## src/rtl/pic_cmd_pkg.sv

```systemverilog
// Package: shared widths and types for the interrupt command sequencer.
// Assumes one channel of eight lines addressed by a byte-wide data bus.
package pic_cmd_pkg;

    localparam int PIC_LINES = 8;                  // interrupt lines per channel
    localparam int PIC_LW    = $clog2(PIC_LINES);  // line number width
    localparam int PIC_DW    = PIC_LINES;          // data byte width
    localparam int PIC_VW    = PIC_DW - PIC_LW;    // vector base width

    // initialization phase, encoding visible on the init_phase port
    typedef enum logic [1:0] {
        PH_IDLE = 2'd0,
        PH_VEC  = 2'd1,
        PH_W3   = 2'd2,
        PH_W4   = 2'd3
    } init_phase_e;

    // one decoded register write
    typedef struct packed {
        logic              start_init;  // address 0, bit 4 set
        logic              need4;       // fourth init word requested
        logic              poll_req;    // arm a poll
        logic              sel_wr;      // update read-back select
        logic              sel_isr;     // new select value
        logic              smm_wr;      // update special mask
        logic              smm_val;     // new special mask value
        logic              eoi_top;     // clear highest in-service bit
        logic              eoi_named;   // clear named in-service bit
        logic              rotate_after;// base follows the cleared line
        logic              base_set;    // base = line + 1
        logic              raeoi_wr;    // update rotate-on-auto-EOI
        logic              raeoi_val;   // new rotate-on-auto-EOI value
        logic              data_wr;     // address-1 write
        logic [PIC_LW-1:0] line;        // line field of the byte
    } wcmd_t;

endpackage

```

## src/rtl/pic_prio_pick.sv

```systemverilog
// Module: rotating priority picker.
// Finds the set bit of highest priority in a line vector. Priority starts at
// line 'base' and falls as the line number rises, wrapping past the top line.
// Assumes NLINES is a power of two so that line arithmetic wraps naturally.
module pic_prio_pick #(
    parameter int NLINES = 8,
    localparam int LW    = $clog2(NLINES)
) (
    input  logic [NLINES-1:0] vec,
    input  logic [LW-1:0]     base,
    output logic              found,
    output logic [LW-1:0]     line
);

    logic [LW-1:0] idx;

    // scan from lowest priority to highest so the last hit is the winner
    always_comb begin
        found = 1'b0;
        line  = '0;
        idx   = '0;
        for (int i = NLINES - 1; i >= 0; i--) begin
            idx = base + LW'(i);
            if (vec[idx]) begin
                found = 1'b1;
                line  = idx;
            end
        end
    end

endmodule

```

## src/rtl/pic_wr_decode.sv

```systemverilog
// Module: register write decoder.
// Turns a write strobe, address bit and data byte into one command word.
// Purely combinational; the caller applies the effects at the clock edge.
module pic_wr_decode
    import pic_cmd_pkg::*;
(
    input  logic              wr_en,
    input  logic              addr,
    input  logic [PIC_DW-1:0] wdata,
    output wcmd_t             cmd
);

    logic [2:0] code;
    logic       ctl_wr;
    logic       ocw_misc;
    logic       ocw_code;

    assign code     = wdata[7:5];
    assign ctl_wr   = wr_en && !addr;
    assign ocw_misc = ctl_wr && !wdata[4] && wdata[3];
    assign ocw_code = ctl_wr && !wdata[4] && !wdata[3];

    // classify the write and split out its fields
    always_comb begin
        cmd              = '0;
        cmd.line         = wdata[PIC_LW-1:0];
        cmd.start_init   = ctl_wr && wdata[4];
        cmd.need4        = wdata[0];
        cmd.data_wr      = wr_en && addr;
        cmd.poll_req     = ocw_misc && wdata[2];
        cmd.sel_wr       = ocw_misc && wdata[1];
        cmd.sel_isr      = wdata[0];
        cmd.smm_wr       = ocw_misc && wdata[6];
        cmd.smm_val      = wdata[5];
        if (ocw_code) begin
            case (code)
                3'd0, 3'd4: begin
                    cmd.raeoi_wr  = 1'b1;
                    cmd.raeoi_val = code[2];
                end
                3'd1: cmd.eoi_top = 1'b1;
                3'd5: begin
                    cmd.eoi_top      = 1'b1;
                    cmd.rotate_after = 1'b1;
                end
                3'd3: cmd.eoi_named = 1'b1;
                3'd7: begin
                    cmd.eoi_named    = 1'b1;
                    cmd.rotate_after = 1'b1;
                end
                3'd6: cmd.base_set = 1'b1;
                default: ;
            endcase
        end
    end

endmodule

```

## src/rtl/pic_cmd_seq.sv

```systemverilog
// Module: interrupt controller command and initialization sequencer (top).
// Holds the request, in-service and mask registers, the priority base, the
// vector base and mode flags of one channel. It decodes register writes, serves
// register and poll reads, and applies acknowledges from the resolver.
// Assumes one strobe kind per cycle in normal use. When several coincide, an
// initialization start overrides everything else in that cycle.
module pic_cmd_seq
    import pic_cmd_pkg::*;
(
    input  logic              clk,
    input  logic              rst_n,
    input  logic              wr_en,
    input  logic              rd_en,
    input  logic              addr,
    input  logic [PIC_DW-1:0] wdata,
    input  logic              ack,
    input  logic [PIC_LW-1:0] ack_line,
    input  logic [PIC_LINES-1:0] req_set,
    input  logic [PIC_LINES-1:0] level_mode,
    output logic [PIC_DW-1:0] rd_data,
    output logic [PIC_LINES-1:0] req_reg,
    output logic [PIC_LINES-1:0] isr_reg,
    output logic [PIC_LINES-1:0] mask_reg,
    output logic [PIC_LW-1:0] prio_base,
    output logic [PIC_VW-1:0] vec_base,
    output logic [1:0]        init_phase,
    output logic              auto_eoi,
    output logic              rot_auto_eoi,
    output logic              nested_mode,
    output logic              special_mask
);

    localparam logic [PIC_LW-1:0] ONE_L   = PIC_LW'(1);
    localparam logic [PIC_DW-1:0] NO_WIN  = PIC_DW'(PIC_LINES - 1);

    // registered state
    logic [PIC_LINES-1:0] req_q, isr_q, mask_q;
    logic [PIC_LW-1:0]    base_q;
    logic [PIC_VW-1:0]    vec_q;
    init_phase_e          phase_q;
    logic                 need4_q, aeoi_q, raeoi_q, nested_q, smm_q;
    logic                 poll_q, sel_q;
    logic [PIC_DW-1:0]    rdata_q;

    // next state
    logic [PIC_LINES-1:0] req_n, isr_n, mask_n;
    logic [PIC_LW-1:0]    base_n;
    logic [PIC_VW-1:0]    vec_n;
    init_phase_e          phase_n;
    logic                 need4_n, aeoi_n, raeoi_n, nested_n, smm_n;
    logic                 poll_n, sel_n;
    logic [PIC_DW-1:0]    rdata_n;

    wcmd_t                cmd;

    // priority picks: pending, in-service seen by poll, in-service for EOI
    logic [PIC_LINES-1:0] pend_vec, cur_vec;
    logic                 pend_found, cur_found, top_found;
    logic [PIC_LW-1:0]    pend_line, cur_line, top_line;
    logic [PIC_LW-1:0]    pend_rank, cur_rank;
    logic                 poll_win;

    pic_wr_decode u_dec (
        .wr_en (wr_en),
        .addr  (addr),
        .wdata (wdata),
        .cmd   (cmd)
    );

    assign pend_vec = req_q & ~mask_q;
    assign cur_vec  = smm_q ? (isr_q & ~mask_q) : isr_q;

    pic_prio_pick #(.NLINES(PIC_LINES)) u_pick_pend (
        .vec (pend_vec), .base (base_q), .found (pend_found), .line (pend_line)
    );
    pic_prio_pick #(.NLINES(PIC_LINES)) u_pick_cur (
        .vec (cur_vec), .base (base_q), .found (cur_found), .line (cur_line)
    );
    pic_prio_pick #(.NLINES(PIC_LINES)) u_pick_top (
        .vec (isr_q), .base (base_q), .found (top_found), .line (top_line)
    );

    // distance from the base; a smaller rank is a higher priority
    assign pend_rank = pend_line - base_q;
    assign cur_rank  = cur_line - base_q;
    assign poll_win  = pend_found && (!cur_found || (pend_rank < cur_rank));

    // combine every event of the cycle into the next register state
    always_comb begin
        req_n    = req_q | req_set;
        isr_n    = isr_q;
        mask_n   = mask_q;
        base_n   = base_q;
        vec_n    = vec_q;
        phase_n  = phase_q;
        need4_n  = need4_q;
        aeoi_n   = aeoi_q;
        raeoi_n  = raeoi_q;
        nested_n = nested_q;
        smm_n    = smm_q;
        poll_n   = poll_q;
        sel_n    = sel_q;
        rdata_n  = rdata_q;

        if (cmd.data_wr) begin
            case (phase_q)
                PH_IDLE: mask_n = wdata;
                PH_VEC: begin
                    vec_n   = wdata[PIC_DW-1:PIC_LW];
                    phase_n = PH_W3;
                end
                PH_W3:   phase_n = need4_q ? PH_W4 : PH_IDLE;
                PH_W4: begin
                    nested_n = wdata[4];
                    aeoi_n   = wdata[1];
                    phase_n  = PH_IDLE;
                end
                default: phase_n = PH_IDLE;
            endcase
        end

        if (cmd.poll_req) poll_n  = 1'b1;
        if (cmd.sel_wr)   sel_n   = cmd.sel_isr;
        if (cmd.smm_wr)   smm_n   = cmd.smm_val;
        if (cmd.raeoi_wr) raeoi_n = cmd.raeoi_val;

        if (cmd.eoi_top && top_found) begin
            isr_n[top_line] = 1'b0;
            if (cmd.rotate_after) base_n = top_line + ONE_L;
        end
        if (cmd.eoi_named) begin
            isr_n[cmd.line] = 1'b0;
            if (cmd.rotate_after) base_n = cmd.line + ONE_L;
        end
        if (cmd.base_set) base_n = cmd.line + ONE_L;

        if (ack) begin
            isr_n[ack_line] = 1'b1;
            if (!level_mode[ack_line]) req_n[ack_line] = 1'b0;
            if (aeoi_q) begin
                isr_n[ack_line] = 1'b0;
                if (raeoi_q) base_n = ack_line + ONE_L;
            end
        end

        if (rd_en) begin
            if (poll_q) begin
                poll_n = 1'b0;
                if (poll_win) begin
                    rdata_n          = {{(PIC_DW-PIC_LW){1'b0}}, pend_line};
                    req_n[pend_line] = 1'b0;
                    isr_n[pend_line] = 1'b0;
                end else begin
                    rdata_n = NO_WIN;
                end
            end else if (addr) begin
                rdata_n = mask_q;
            end else begin
                rdata_n = sel_q ? isr_q : req_q;
            end
        end

        if (cmd.start_init) begin
            req_n    = '0;
            isr_n    = '0;
            mask_n   = '0;
            base_n   = '0;
            vec_n    = '0;
            aeoi_n   = 1'b0;
            raeoi_n  = 1'b0;
            nested_n = 1'b0;
            smm_n    = 1'b0;
            poll_n   = 1'b0;
            sel_n    = 1'b0;
            need4_n  = cmd.need4;
            phase_n  = PH_VEC;
        end
    end

    // state registers with synchronous active-low reset
    always_ff @(posedge clk) begin
        if (!rst_n) begin
            req_q    <= '0;
            isr_q    <= '0;
            mask_q   <= '0;
            base_q   <= '0;
            vec_q    <= '0;
            phase_q  <= PH_IDLE;
            need4_q  <= 1'b0;
            aeoi_q   <= 1'b0;
            raeoi_q  <= 1'b0;
            nested_q <= 1'b0;
            smm_q    <= 1'b0;
            poll_q   <= 1'b0;
            sel_q    <= 1'b0;
            rdata_q  <= '0;
        end else begin
            req_q    <= req_n;
            isr_q    <= isr_n;
            mask_q   <= mask_n;
            base_q   <= base_n;
            vec_q    <= vec_n;
            phase_q  <= phase_n;
            need4_q  <= need4_n;
            aeoi_q   <= aeoi_n;
            raeoi_q  <= raeoi_n;
            nested_q <= nested_n;
            smm_q    <= smm_n;
            poll_q   <= poll_n;
            sel_q    <= sel_n;
            rdata_q  <= rdata_n;
        end
    end

    assign rd_data      = rdata_q;
    assign req_reg      = req_q;
    assign isr_reg      = isr_q;
    assign mask_reg     = mask_q;
    assign prio_base    = base_q;
    assign vec_base     = vec_q;
    assign init_phase   = phase_q;
    assign auto_eoi     = aeoi_q;
    assign rot_auto_eoi = raeoi_q;
    assign nested_mode  = nested_q;
    assign special_mask = smm_q;

endmodule

```

## config.mk

```make
export PLATFORM = sky130hd
export DESIGN_NAME = pic_cmd_seq
export DESIGN_NICKNAME = d
export VERILOG_FILES = /design/src/rtl/pic_cmd_pkg.sv /design/src/rtl/pic_prio_pick.sv /design/src/rtl/pic_wr_decode.sv /design/src/rtl/pic_cmd_seq.sv
export SDC_FILE = /design/constraint.sdc
export NUM_CORES = 1
export LEC_CHECK = 0
export BUFFER_PORTS_ARGS = -buffer_cell sky130_fd_sc_hd__buf_2
export CORE_MARGIN = 8
export CORE_UTILIZATION = 55
export DETAILED_ROUTE_END_ITERATION = 7
export GPL_TIMING_DRIVEN = 0
export HOLD_SLACK_MARGIN = 0.02
export PLACE_DENSITY = 0.77
export SYNTH_ARGS = -nofsm -noshare
export SYNTH_HDL_FRONTEND = slang
export SYNTH_SLANG_ARGS = --single-unit
```

## constraint.sdc

```tcl
create_clock -name clk -period 9.5 [get_ports clk]
set_input_delay 1.9 -clock clk [delete_from_list [all_inputs] [get_ports clk]]
set_output_delay 1.9 -clock clk [all_outputs]
set_load 0.01 [all_outputs]
```

## After elaboration in Yosys (flattened, before gate mapping)

Index checks and enable logic that the tools add are counted.
Widths: inputs -> output; s select.

- Logic and storage cells: 248
- Output and inout bits: 46
- Bits in registers: 49
- Input bits: 33

- $lt $le $gt $ge: 17
- Reduce and logical (&&, ||, !) cells: 35
- Muxes and demuxes: 144
- Bitwise operators: 16
- Add/sub/neg operators: 12
- Equal/unequal tests: 9

Operator list:

| cell | count |
|---|---|
| $mux 8 | 16 |
| $mux 3 | 33 |
| $bmux 1 s3 | 25 |
| $and 8x8->8 | 8 |
| $mux 1 | 62 |
| $lt 3x4->1 const B | 12 |
| $not 8->8 | 5 |
| $or 8x8->8 | 2 |
| $logic_and 1x1->1 | 15 |
| $add 3x1->3 const B | 4 |
| $add 3x3->3 const B | 4 |
| $demux 1 s3 | 4 |
| $eq 3x3->1 const B | 4 |
| $ge 3x1->1 const B | 4 |
| $reduce_and 2->1 | 5 |
| $reduce_or 2->1 | 5 |
| $add 3x2->3 const B | 2 |
| $mux 6 | 1 |
| $pmux 2 s3 | 1 |
| $sub 3x3->3 | 2 |
| $eq 2x2->1 const B | 2 |
| $logic_not 1->1 | 4 |
| $mux 2 | 2 |
| $reduce_bool 4->1 | 1 |
| other kinds (10) | 10 |

## Longest topological paths before layout

- Word-level depth: 28
- Gate-level depth with buffers: 28
- Depth with buffers taken out: 22

## By module

A second synthesis with hierarchy kept.

- Cells, all modules: 596
- Area, all modules: 5435.2 um^2

By module, submodules not included:

| module | area each (um^2) | times used | cells an instance | seq. area each (um^2) |
|---|---|---|---|---|
| pic_cmd_seq | 2810.2 | 1 | 298 | 980.9 |
| pic_prio_pick (u_pick_cur ...) | 782.0 | 2 | 90 | 0.0 |
| pic_prio_pick (u_pick_top) | 889.6 | 1 | 95 | 0.0 |
| pic_wr_decode | 171.4 | 1 | 23 | 0.0 |

## Worst setup path before layout

No wires, ideal clock.

- Kind: reg2reg
- From: reg base_q[1] (netlist: prio_base[1])
- To: reg isr_q[0] (netlist: isr_reg[0])
- Buffers on the path: 5
- Library setup time: 0.147 ns
- Clock period less this slack: 5.512 ns
- Stages on the path, launching flop included: 25
- Required time: 9.353 ns
- Arrival time: 5.366 ns
- Slack: 3.988 ns
- Cells stage by stage: dfxtp_1 > inv_1 > buf_1 > ha_1 > buf_2 > buf_2 > clkbuf_1 > buf_1 > mux4_2 > o311ai_0 > o21ai_0 > a221oi_1 > a221o_1 > o211ai_1 > fa_1 > and2_1 > a21oi_1 > o211ai_1 > nor4b_1 > ha_1 > a21oi_1 > a21o_1 > nand4_1 > nor3_2 > a221oi_1

- Longest elaborated chain between the ends: 28
- Elaborated cells on any way between the ends: 134
- Classes of those cells: 9 x add/sub; 5 x order compare; 107 x mux; 7 x bitwise; 6 x reduce/logical

RTL lines:

| what | line | source |
|---|---|---|
| from (decl) | pic_cmd_seq.sv:38 | `logic [PIC_LW-1:0] base_q;` |
| from (signal assigned) | pic_cmd_seq.sv:201 | `base_q <= base_n;` |
| $add 3x3->3 | pic_prio_pick.sv:23 | `idx = base + LW'(i);` |
| $bmux 1 s3 | pic_prio_pick.sv:24 | `if (vec[idx]) begin` |
| $mux 1 (not written as such) | pic_prio_pick.sv:24 |  |
| $mux 3 (8 in a row) | pic_prio_pick.sv:24 |  |
| $lt 3x4->1 (not written as such) or $ge 3x1->1 (tied branches) | pic_cmd_seq.sv:128 | `isr_n[top_line] = 1'b0;` |
| $logic_and 1x1->1 (not written as such) | pic_cmd_seq.sv:128 |  |
| $mux 1 (not written as such) | pic_cmd_seq.sv:128 |  |
| $demux 1 s3 | pic_cmd_seq.sv:128 |  |
| [5 not listed] | - |  |
| $or 8x8->8 (no line) | - |  |
| $and 8x8->8 (no line) | - |  |
| $mux 8 | pic_cmd_seq.sv:140 | `if (aeoi_q) begin` |
| $mux 8 | pic_cmd_seq.sv:137 | `if (ack) begin` |
| $and 8x8->8 (no line) | - |  |
| $mux 8 | pic_cmd_seq.sv:149 | `if (poll_win) begin` |
| $mux 8 | pic_cmd_seq.sv:147 | `if (poll_q) begin` |
| $mux 8 (*) | pic_cmd_seq.sv:146 | `if (rd_en) begin` |
| to (signal assigned) | pic_cmd_seq.sv:199 | `isr_q <= isr_n;` |
| to (decl) | pic_cmd_seq.sv:37 | `logic [PIC_LINES-1:0] req_q, isr_q, mask_q;` |

Mark *: on every way between the ends. The rest lies on a longest branch, timed or not. The select of a mux whose other input is x is not followed.
A chain may end at the register's enable or synchronous reset.

## Worst setup path after layout

- From: reg base_q[1] (netlist: prio_base[1])
- To: reg isr_q[2] (netlist: isr_reg[2])

The elaborated chain is that of the path after synthesis.

==> flow_metrics.tcl <==
set metrics [dict create \
    cts_tree "done" \
    p_clk_frac 0.301 \
    grt_pass1_vias 6009 \
    worstPathRequired_ps 9650 \
    dieArea_um2 13750 \
    syn_nets 690 \
    post_layout_nonfiller_instances 865 \
    tns_ps 0 \
    final.fill_count 845 \
    synth_area_leader_cell "dfxtp_1" \
    leakage_nw 2.438 \
    outcome "finished clean" \
    maxCapViolations 0 \
    clkSinkCount 49 \
    synth_cell_types 84 \
    grt_first_pass_wirelength_um 31950 \
    synth_flop_cell "dfxtp_1" \
    p_sw_frac 0.3404 \
    postSynthCellCount 646 \
    rsz0062_at_grt "false" \
    io_buffers 75 \
    fp.coreArea_um2 10140 \
    rows 37 \
    nNetsFinal 772 \
    seqPwrFrac 0.379 \
    rr_startpoint "prio_base[1]$_SDFF_PP0_" \
    yosys_register_bits 49 \
    worst_pin_slew_ps 838.3 \
    irDropWorstVdd_mv 0.1107 \
    firstDrtPassIters 6 \
    r2r_slack_ps 2420 \
    multi_input_area_um2 4358 \
    cts.hold.buffers_added 0 \
    r2r-end "isr_reg[2]$_SDFF_PP0_" \
    seq_area_um2 980.9 \
    vias_per_cell 6.918 \
    drtAntennaViolNets 0 \
    htree_levels 2 \
    fp.dieH_um 117.3 \
    drive_above_1_share 0.2620 \
    worstSetupPathType "reg -> reg" \
    synthMostInstantiatedCell "nand2_1" \
    ys_seq_area_frac 0.1739 \
    antenna_cells 0 \
    r2r_cells 24 \
    worstHoldEndpoint "rd_data[0]$_SDFFE_PN0P_" \
    start_util 0.5565 \
    arrival_ps 7240 \
    gp_congestion 0.9803 \
    grt_max_degree 17 \
    antenna_found_initial 0 \
    start_kind "flop" \
    clk_pin_slew_ps 90 \
    synth_area_leaders "dfxtp_1 17%, mux4_2 13%, mux2i_1 9.0%, mux2_2 4.4%, a21oi_1 4.0%" \
    synth_edf_count 0 \
    cp_max_fo 10 \
    powerDensity_nw_per_um2 95.05 \
    post_drt_wl_per_cell_um 23.62 \
    routed_wl_um 20440 \
    power_switching_mw 0.2048 \
    dpl.cell_count 857 \
    drc 0 \
    min_period_ps 7084 \
    cp-end-kind "flop" \
    clock_path_buffers 2 \
    cts_buffers 5 \
    fin_crit_sh 0.7456 \
    intPower_mw 0.3969 \
    hold_path_depth 2 \
    ys_warn_count 0 \
    grt_usage 0.3008 \
    post-cts-setup-buffers 0 \
    ctsResizeCount 0 \
    clkLatencyLatePin_ps 310 \
    synth_top_cell_area_share 0.1739 \
    fin_worst_skew_ps 7.308 \
    dp_hpwl_um 15750 \
    netlist_top_cells_count "53 x nand2_1, 51 x mux2i_1, 49 x dfxtp_1" \
    fin_util 0.6243 \
    fmax_ghz 0.1412 \
    syn_to_final_growth_pct 12.20 \
    hold_violations 0 \
    drt_iter0_drc 718 \
    setup_violations 0 \
    holdCritPathClass "reg -> reg" \
    min_from "rd_data[0]$_SDFFE_PN0P_" \
    fp.dieW_um 117.3 \
    root_buffer "clkbuf_8" \
    syn_area_um2 5642 \
    via_count 5984 \
    synthArstFlopShare 0 \
    ios 79 \
    slew_headroom 0.4381 \
    grt_overflow 0 \
    slew_viol_final 0 \
    avgSynthCellArea_um2 8.733 \
    pwr-share-comb 0.320 \
]
-- cell usage in the layout, fill, tap and decap left out, types with 7 or more instances in the layout --
cell,instances
nor2b_1,17
and2_1,11
a211oi_1,14
nand3_1,17
o22ai_1,13
a21oi_1,45
or2_2,8
ha_1,9
a221oi_1,7
or3_1,7
dfxtp_1,49
mux4_2,32
mux2_2,22
a31oi_1,8
clkbuf_1,21
o21ai_0,19
o31ai_1,8
inv_1,12
mux2i_1,51
o211ai_1,8
buf_2,82
nor2_1,41
nand2_1,53
a21o_1,7
nand2b_1,20
-- per-layer routing --
layer	up-vias	routed length, µm	GRT usage
met5	-	0	0
met4	0	678	0.1340
met3	59	2218	0.07337
met2	432	9436	0.4924
met1	2810	8102	0.3668
li1	2683	-	-
-- cell type report --
| class | count | area share |
|---|---|---|
| multi-input combinational | 537 | 0.6885 |
| sequential | 49 | 0.1550 |
| timing repair buffer | 75 | 0.05930 |
| buffer | 42 | 0.03795 |
| tap | 136 | 0.02688 |
| clock buffer | 5 | 0.01087 |
| clock inverter | 3 | 0.01087 |
| inverter | 18 | 0.01067 |
-- power by group through the flow --
stage	registers [mW]	clock network [mW]	logic, mW
6_report	0.228	0.181	0.193
5_1_grt	0.229	0.189	0.208
4_1_cts	0.227	0.183	0.188
3_5_place_dp	0.232	0	0.187
3_3_place_gp	0.231	0	0.184
2_1_floorplan	0.229	0	0.127
-- worst max path at each step --
stage,depth (start not counted),to,from,slack [ps]
final,24,isr_reg[2]$_SDFF_PP0_,prio_base[1]$_SDFF_PP0_,2420
after global routing,24,isr_reg[2]$_SDFF_PP0_,prio_base[1]$_SDFF_PP0_,1960
after CTS,24,isr_reg[2]$_SDFF_PP0_,prio_base[1]$_SDFF_PP0_,2540
after detailed placement,24,isr_reg[2]$_SDFF_PP0_,prio_base[1]$_SDFF_PP0_,2570
after global placement,24,isr_reg[2]$_SDFF_PP0_,prio_base[1]$_SDFF_PP0_,2680
after floorplan,24,isr_reg[0]$_SDFF_PP0_,prio_base[1]$_SDFF_PP0_,3990
-- critical path, cell delays in order (launching register included) --
cell      delay [ps]
dfxtp_1          580
inv_1            210
buf_1            390
ha_1             400
buf_2            220
buf_2            310
clkbuf_1         460
buf_1            400
mux4_2           420
o311ai_0         120
o21ai_0          140
a221oi_1         260
a221o_1          160
o211ai_1         130
fa_1             500
and2_1           210
a21oi_1          140
o211ai_1         100
nor4b_1          290
ha_1             290
a21oi_1          130
a21o_1           190
nand4_1          150
nor3_2           530
a221oi_1         200
-- cell families (layout without fill, tap and decap cells) --
kind of cell / Yosys count / in the layout / share of synthesized area
mux: 109 / 109 / 0.2752
compound gates: 202 / 202 / 0.2644
simple gates: 205 / 205 / 0.1867
xor+xnor: 10 / 10 / 0.01819
buf+inv: 60 / 143 / 0.05456
flops: 49 / 49 / 0.1739
fa+ha+maj: 11 / 11 / 0.02706
-- stage by stage --
step           setup WS (ps)  power (mW)  hold slack [ps]  cell area, µm²
2_1_floorplan           3988      0.3566            477.6            5642
3_3_place_gp            2678      0.4151            467.4            6187
3_5_place_dp            2566      0.4189            483.8            6187
4_1_cts                 2537      0.5983            499.5            6325
5_1_grt                 1961      0.6263            506.8            6330
6_report                2416      0.6016            492.8            6330
(Power assumes the default switching activity.)
